`src/rtl/sdinit_pkg.sv`:
```
package sdinit_pkg;

  typedef enum logic [1:0] {
    CMD_NOP       = 2'd0,
    CMD_PRECHARGE = 2'd1,
    CMD_REFRESH   = 2'd2,
    CMD_LOADMODE  = 2'd3
  } sd_cmd_e;

  typedef enum logic [2:0] {
    PH_POWERUP,
    PH_PRE_WAIT,
    PH_REF_WAIT,
    PH_MODE_WAIT,
    PH_RUN
  } init_phase_e;

  typedef struct packed {
    logic ras_n;
    logic cas_n;
    logic we_n;
  } sd_strobe_t;

  function automatic sd_strobe_t strobes_of(sd_cmd_e c);
    sd_strobe_t s;
    case (c)
      CMD_PRECHARGE: s = '{ras_n: 1'b0, cas_n: 1'b1, we_n: 1'b0};
      CMD_REFRESH:   s = '{ras_n: 1'b0, cas_n: 1'b0, we_n: 1'b1};
      CMD_LOADMODE:  s = '{ras_n: 1'b0, cas_n: 1'b0, we_n: 1'b0};
      default:       s = '{ras_n: 1'b1, cas_n: 1'b1, we_n: 1'b1};
    endcase
    return s;
  endfunction

  function automatic int max_of(int a, int b);
    return (a > b) ? a : b;
  endfunction

endpackage

```
`src/rtl/sdinit_countdown.sv`:
```
module sdinit_countdown #(
  parameter int             W       = 8,
  parameter logic [W-1:0]   RST_VAL = '0
) (
  input  logic         clk,
  input  logic         rst,
  input  logic         load,
  input  logic [W-1:0] load_val,
  input  logic         dec,
  output logic         zero_o
);

  logic [W-1:0] cnt;

  always_ff @(posedge clk) begin
    if (rst) begin
      cnt <= RST_VAL;
    end else if (load) begin
      cnt <= load_val;
    end else if (dec && (cnt != '0)) begin
      cnt <= cnt - 1'b1;
    end
  end

  assign zero_o = (cnt == '0);

  // An exhausted counter never wraps back up on its own.
  AST_CNT_NO_WRAP: assert property (@(posedge clk) disable iff (rst)
    (zero_o && !load) |=> zero_o);

  // Without a load, the count never grows.
  AST_CNT_NO_GROW: assert property (@(posedge clk) disable iff (rst)
    (!load && !zero_o) |=> (cnt <= $past(cnt)));

endmodule

```
`src/rtl/sdinit_bus_drive.sv`:
```
module sdinit_bus_drive
  import sdinit_pkg::*;
#(
  parameter int ADDR_W = 12,
  parameter int BANK_W = 2
) (
  input  logic              clk,
  input  logic              rst,
  input  sd_cmd_e           cmd,
  input  logic [ADDR_W-1:0] mode_word,
  output logic              cs_n_o,
  output logic              ras_n_o,
  output logic              cas_n_o,
  output logic              we_n_o,
  output logic [ADDR_W-1:0] addr_o,
  output logic [BANK_W-1:0] ba_o
);

  localparam int AP_BIT = 10;
  localparam logic [ADDR_W-1:0] ALL_BANKS = ADDR_W'(1) << AP_BIT;

  sd_strobe_t               strobe_nx;
  logic [ADDR_W-1:0]        addr_nx;

  always_comb begin
    strobe_nx = strobes_of(cmd);
    case (cmd)
      CMD_PRECHARGE: addr_nx = ALL_BANKS;
      CMD_LOADMODE:  addr_nx = mode_word;
      default:       addr_nx = '0;
    endcase
  end

  always_ff @(posedge clk) begin
    if (rst) begin
      cs_n_o  <= 1'b0;
      ras_n_o <= 1'b1;
      cas_n_o <= 1'b1;
      we_n_o  <= 1'b1;
      addr_o  <= '0;
      ba_o    <= '0;
    end else begin
      cs_n_o  <= 1'b0;
      ras_n_o <= strobe_nx.ras_n;
      cas_n_o <= strobe_nx.cas_n;
      we_n_o  <= strobe_nx.we_n;
      addr_o  <= addr_nx;
      ba_o    <= '0;
    end
  end

  AST_PRE_ALL_BIT: assert property (@(posedge clk) disable iff (rst)
    (!ras_n_o && cas_n_o && !we_n_o) |-> addr_o[AP_BIT]);

  AST_MODE_BANK_ZERO: assert property (@(posedge clk) disable iff (rst)
    (!ras_n_o && !cas_n_o && !we_n_o) |-> (ba_o == '0) && (addr_o[8:7] == 2'b00));

endmodule

```
`src/rtl/sdram_init_seq.sv`:
```
module sdram_init_seq
  import sdinit_pkg::*;
#(
  parameter int          CLK_PERIOD_PS   = 7500,
  parameter int          POWERUP_NS      = 200000,
  parameter int          TRP_CYC         = 3,
  parameter int          TRC_CYC         = 9,
  parameter int          TRSC_CYC        = 2,
  parameter int          REFRESH_CNT     = 8,
  parameter int          ADDR_W          = 12,
  parameter int          BANK_W          = 2,
  parameter int          DQM_W           = 8,
  parameter logic [2:0]  MR_BURST_LEN    = 3'b011,
  parameter logic        MR_BURST_TYPE   = 1'b0,
  parameter logic [2:0]  MR_CAS_LAT      = 3'b011,
  parameter logic        MR_WRITE_SINGLE = 1'b0
) (
  input  logic              clk,
  input  logic              rst,
  output logic              cke_o,
  output logic              cs_n_o,
  output logic              ras_n_o,
  output logic              cas_n_o,
  output logic              we_n_o,
  output logic [BANK_W-1:0] ba_o,
  output logic [ADDR_W-1:0] addr_o,
  output logic [DQM_W-1:0]  dqm_o,
  output logic              init_done_o,
  output logic              ready_o
);

  // Power-settle wait in cycles, rounded up.
  localparam int PWR_CYC  = (POWERUP_NS * 1000 + CLK_PERIOD_PS - 1) / CLK_PERIOD_PS;
  localparam int MAX_WAIT = max_of(max_of(PWR_CYC, TRC_CYC), max_of(TRP_CYC, TRSC_CYC));
  localparam int CNT_W    = $clog2(MAX_WAIT + 1);
  localparam int REF_W    = $clog2(REFRESH_CNT + 1);

  localparam logic [CNT_W-1:0] LD_PWR  = CNT_W'(PWR_CYC - 1);
  localparam logic [CNT_W-1:0] LD_TRP  = CNT_W'(TRP_CYC - 1);
  localparam logic [CNT_W-1:0] LD_TRC  = CNT_W'(TRC_CYC - 1);
  localparam logic [CNT_W-1:0] LD_TRSC = CNT_W'(TRSC_CYC - 1);
  localparam logic [REF_W-1:0] REF_RST = REF_W'(REFRESH_CNT);

  localparam logic [ADDR_W-1:0] MODE_WORD =
    ADDR_W'({MR_WRITE_SINGLE, 2'b00, MR_CAS_LAT, MR_BURST_TYPE, MR_BURST_LEN});

  init_phase_e       phase, phase_nx;
  sd_cmd_e           cmd_nx;
  logic              wait_load;
  logic [CNT_W-1:0]  wait_val;
  logic              wait_zero;
  logic              ref_dec;
  logic              ref_zero;
  logic              ready_set;

  sdinit_countdown #(.W(CNT_W), .RST_VAL(LD_PWR)) u_wait (
    .clk      (clk),
    .rst      (rst),
    .load     (wait_load),
    .load_val (wait_val),
    .dec      (1'b1),
    .zero_o   (wait_zero)
  );

  sdinit_countdown #(.W(REF_W), .RST_VAL(REF_RST)) u_refs (
    .clk      (clk),
    .rst      (rst),
    .load     (1'b0),
    .load_val ('0),
    .dec      (ref_dec),
    .zero_o   (ref_zero)
  );

  always_comb begin
    phase_nx  = phase;
    cmd_nx    = CMD_NOP;
    wait_load = 1'b0;
    wait_val  = '0;
    ref_dec   = 1'b0;
    ready_set = 1'b0;
    case (phase)
      PH_POWERUP: if (wait_zero) begin
        cmd_nx    = CMD_PRECHARGE;
        wait_load = 1'b1;
        wait_val  = LD_TRP;
        phase_nx  = PH_PRE_WAIT;
      end
      PH_PRE_WAIT: if (wait_zero) begin
        cmd_nx    = CMD_REFRESH;
        wait_load = 1'b1;
        wait_val  = LD_TRC;
        ref_dec   = 1'b1;
        phase_nx  = PH_REF_WAIT;
      end
      PH_REF_WAIT: if (wait_zero) begin
        wait_load = 1'b1;
        if (ref_zero) begin
          cmd_nx   = CMD_LOADMODE;
          wait_val = LD_TRSC;
          phase_nx = PH_MODE_WAIT;
        end else begin
          cmd_nx   = CMD_REFRESH;
          wait_val = LD_TRC;
          ref_dec  = 1'b1;
        end
      end
      PH_MODE_WAIT: if (wait_zero) begin
        ready_set = 1'b1;
        phase_nx  = PH_RUN;
      end
      default: ;
    endcase
  end

  always_ff @(posedge clk) begin
    if (rst) begin
      phase       <= PH_POWERUP;
      ready_o     <= 1'b0;
      init_done_o <= 1'b0;
      dqm_o       <= '1;
      cke_o       <= 1'b1;
    end else begin
      phase       <= phase_nx;
      init_done_o <= ready_set;
      cke_o       <= 1'b1;
      if (ready_set) begin
        ready_o <= 1'b1;
        dqm_o   <= '0;
      end
    end
  end

  sdinit_bus_drive #(.ADDR_W(ADDR_W), .BANK_W(BANK_W)) u_drive (
    .clk       (clk),
    .rst       (rst),
    .cmd       (cmd_nx),
    .mode_word (MODE_WORD),
    .cs_n_o    (cs_n_o),
    .ras_n_o   (ras_n_o),
    .cas_n_o   (cas_n_o),
    .we_n_o    (we_n_o),
    .addr_o    (addr_o),
    .ba_o      (ba_o)
  );

  AST_DONE_ONE_CYCLE: assert property (@(posedge clk) disable iff (rst)
    init_done_o |=> !init_done_o);

  AST_READY_STICKY: assert property (@(posedge clk) disable iff (rst)
    ready_o |=> ready_o);

  AST_READY_WITH_DONE: assert property (@(posedge clk) disable iff (rst)
    $rose(ready_o) |-> init_done_o);

  AST_MASK_UNTIL_READY: assert property (@(posedge clk) disable iff (rst)
    !ready_o |-> (&dqm_o));

  AST_QUIET_AFTER_READY: assert property (@(posedge clk) disable iff (rst)
    ready_o |-> (!cs_n_o && ras_n_o && cas_n_o && we_n_o));

  AST_CMD_SINGLE_CYCLE: assert property (@(posedge clk) disable iff (rst)
    !(ras_n_o && cas_n_o && we_n_o) |=> (ras_n_o && cas_n_o && we_n_o));

  AST_CKE_HELD: assert property (@(posedge clk) disable iff (rst)
    $past(cke_o) |-> cke_o);

endmodule

```
`config.mk`:
```
export PLATFORM = sky130hd
export DESIGN_NAME = sdram_init_seq
export DESIGN_NICKNAME = d
export VERILOG_FILES = /design/src/rtl/sdinit_pkg.sv /design/src/rtl/sdinit_countdown.sv /design/src/rtl/sdinit_bus_drive.sv /design/src/rtl/sdram_init_seq.sv
export SDC_FILE = /design/constraint.sdc
export NUM_CORES = 1
export LEC_CHECK = 0
export BUFFER_PORTS_ARGS = -buffer_cell sky130_fd_sc_hd__buf_4
export CAP_MARGIN = 20
export CORE_ASPECT_RATIO = 1.4
export CORE_MARGIN = 2
export CORE_UTILIZATION = 25
export CTS_CLUSTER_DIAMETER = 200
export DETAILED_ROUTE_END_ITERATION = 6
export HOLD_SLACK_MARGIN = 0.12
export SYNTH_ARGS = -nofsm -noshare
export SYNTH_HDL_FRONTEND = slang
export SYNTH_SLANG_ARGS = --single-unit
```
`constraint.sdc`:
```
create_clock -name clk -period 3.2 [get_ports clk]
set_input_delay 0.48 -clock clk [delete_from_list [all_inputs] [get_ports clk]]
set_output_delay 0.48 -clock clk [all_outputs]
set_load 0.005 [all_outputs]
```
==> summary.txt <==
Placement
  – PortBufs: 19
  – DP HPWL: 2.51 mm
  – Gp weighted congestion: 0.793

Synth
  – Yosys warnings: 0
  – Top cell type's share of synthesized area: 0.356
  – Post-synth EDFFs: 0
  – Share of synthesized area spent on multiplexers: 0.0252
  – Sequential area share after synthesis: 0.356
  – Synthesized cell area: 0.00169 sq mm
  – Most frequent cells after synthesis: 30 x dfxtp_1, 21 x buf_4, 13 x nor2_1
  – Distinct cells, synth: 48
  – Most common cell in the netlist: dfxtp_1
  – Largest family of logic cells by synthesized area: simple AND/OR/NAND/NOR gates
  – Cell taking the most area after synthesis: dfxtp_1
  – Top post-synthesis cells by area: dfxtp_1 36%, buf_4 9.3%, a21oi_1 3.0%
  – Yosys reg bits: 30
  – Synthesized area per cell: 8.44 sq um
  – Post-synthesis cell count: 200
  – Async SR Flop Fraction: 0
  – Xor and xnor fraction of the mapped netlist area: 0.00519
  – Adder-cell share of the synthesized area: 0.0297
  – Synth Area in Compound Gates: 0.155
  – Simple-gate area share of the yosys netlist: 0.285
  – Most used flip-flop cell after synthesis: dfxtp_1

Setup path
  – Critical path type: flop to flop
  – Slowest CP cell: or4b_1
  – Worst setup EP type: flop
  – Crit-path max cell delay: ~0.54 ns
  – Largest fanout on the critical path: 6
  – Buf+Inv Stages, Crit Path: 1
  – CP Cell Sequence: inv_1, ha_1, or4b_1, or3_4, or4_4, a211o_1
  – Nature of the critical path startpoint: flop
  – Crit-path leading delay family: simple AND/OR/NAND/NOR gates
  – Worst Path Arrival: between 2 and 3 ns
  – Critical Path RT: between 3 and 4 ns

GRT
  – Global route overflow: 0
  – All-layer global routing usage: 0.101
  – Initial antenna violation count: 0
  – Vias in the first global route: approximately 1200
  – Largest net degree at the start of global routing: 34
  – First-pass GRT wire length: a little under 6 mm

Run status
  – Outcome: completed

Drt
  – Vias/cell: around 5
  – Detail Route Antenna Nets: 0
  – Drt pass-1 iters: 4
  – Total wire length: approximately 3.5 mm
  – Residual DRC: 0
  – WL per Instance: between 10 and 15 um
  – DR iter-0 viols: 64
  – Vias after detailed routing: approximately 1400

Clocking
  – CTS tree: yes
  – Post-cts resize count: 0
  – Hold_buf cts: 0
  – Setup Buffers After CTS: 0
  – Maximum buffer depth of the clock tree: 2
  – CTS Root Cell: clkbuf_8
  – Clock transition at path regs: around 0.07 ns
  – CTS buffer count: 5
  – H-Tree Depth: 2
  – Clock latency on the worst-skew pair: 0.28 ns
  – Num Clock Sinks: 30

Cells and area
  – Area grow syn2layout: 10.2%
  – Final nets: a little over 200
  – Layout cells sized above 1: 0.213
  – # fillers: around 700
  – # diodes: 0

Job
  – Maximum capacitance violations: 0

Power and ir drop
  – Leakage: approximately 0.66 nW
  – PD cells: between 400 and 500 mW/mm^2
  – VDD IR max: between 0.0001 and 0.00015 V
  – Design Power: approximately 0.0008 W

Timing
  – Slew HR: 0.599
  – Slew Viols, Final: 0
  – Skew final: 0.00500 ns
  – RSZ-0062 raised after global routing: no
  – Fin. Hold Viols: 0
  – Min Tclk post-route: around 2.5 ns
  – Fmax: 0.402 GHz
  – Worst slew pin tran: 0.596 ns
  – Final setup vio count: 0
  – Fin crit share: 0.777
  – Post-route setup TNS: 0 ns

Die
  – Die area: between 0.007 and 0.008 sq mm
  – Starting Density: 0.257
  – Chip Height: 101 um
  – IO Pins: 31
  – # rows: 35
  – Die Width: 73.4 um
  – Core footprint: 0.00657 sq mm

Worst hold path
  – Min-Delay Path Class: flop to flop
sequential cells by signal, summed over array words and instances, names as in the netlist:
name,cells
phase,3
u_refs.cnt,4
dqm_o,1
u_drive.cas_n_o,1
u_drive.we_n_o,1
u_wait.cnt,15
u_drive.addr_o,2
init_done_o,1
u_drive.ras_n_o,1
ready_o,1
path summary, 6_finish.rpt:
path	from	end	slack [ns]	cells after the start
worst max register to register	u_wait.cnt[0]	u_drive.we_n_o	0.71	6
worst max-delay path	u_wait.cnt[0]	u_drive.we_n_o	0.71	6
worst min-delay path	ready_o	ready_o	0.48	2
worst min register to register	ready_o	ready_o	0.48	2
layout make-up:
cell class              count  area (sq um)  share of cell area
clock inverters             3          40.0              0.0215
clock buffers               5          68.8              0.0370
repair buffers             20           150              0.0807
inverters                   6          22.5              0.0121
well taps                  74          92.6              0.0498
multi-input cells         138           886               0.476
flip-flops and latches     30           601               0.323
cell families after synthesis:
kind of cell | Yosys count
buffers and inverters | 41
adders and majority gates | 4
and+or+nand+nor | 79
other | 2
muxes | 4
DFF | 30
xor gates and xnor gates | 1
AOI/OAI and AO/OA | 39
worst min-delay path: cells and delay by family (launching register included):
| kind | cells | cell delay, ns |
|---|---|---|
| flip-flops | 1 | 0.33 |
| AND/OR/NAND/NOR | 1 | 0.07 |
| AO/OA/AOI/OAI | 1 | 0.05 |
power by group:
part	switching, W	internal (W)
clock network	0.000147	0.000229
registers	0.0000140	0.000384
logic	0.0000252	0.0000171
placed cells by master, fill, tap and decap left out, drive strengths merged, types with 3 or more instances in the layout:
cell / n
dfxtp: 30
buf: 20
nor2: 13
conb: 11
a21oi: 10
nor4: 10
nor3: 9
nor2b: 8
o21ai: 8
nand2: 7
inv: 6
clkbuf: 5
or3: 5
nand3b: 4
nand3: 4
a211oi: 4
ha: 4
or3b: 3
a31o: 3
or4: 3
metal layers:
layer  vias up  wire length (um)  part of all wire  track usage
met3         6               193             0.055       0.0318
met1       658              1560              0.44        0.115
li1        688                 -                 -            -
met4         0                69             0.020       0.0448
met2        50              1680              0.48        0.169
met5         -                 0                 0            0
through the flow:
| stage | area (sq um) | instances | setup slack, ns | hold slack, ns | utilization |
|---|---|---|---|---|---|
| finish | 1860 | 276 | 0.712 | 0.480 | 0.283 |
| global placement | 1750 | 268 | 0.783 | 0.470 | 0.267 |
| CTS | 1860 | 276 | 0.715 | 0.497 | 0.283 |
| detailed placement | 1750 | 268 | 0.719 | 0.481 | 0.267 |
| global route | 1860 | 276 | 0.594 | 0.514 | 0.283 |
| floorplan | 1720 | 209 | 0.825 | 0.460 | - |
Power figures use the tool's default switching activity.
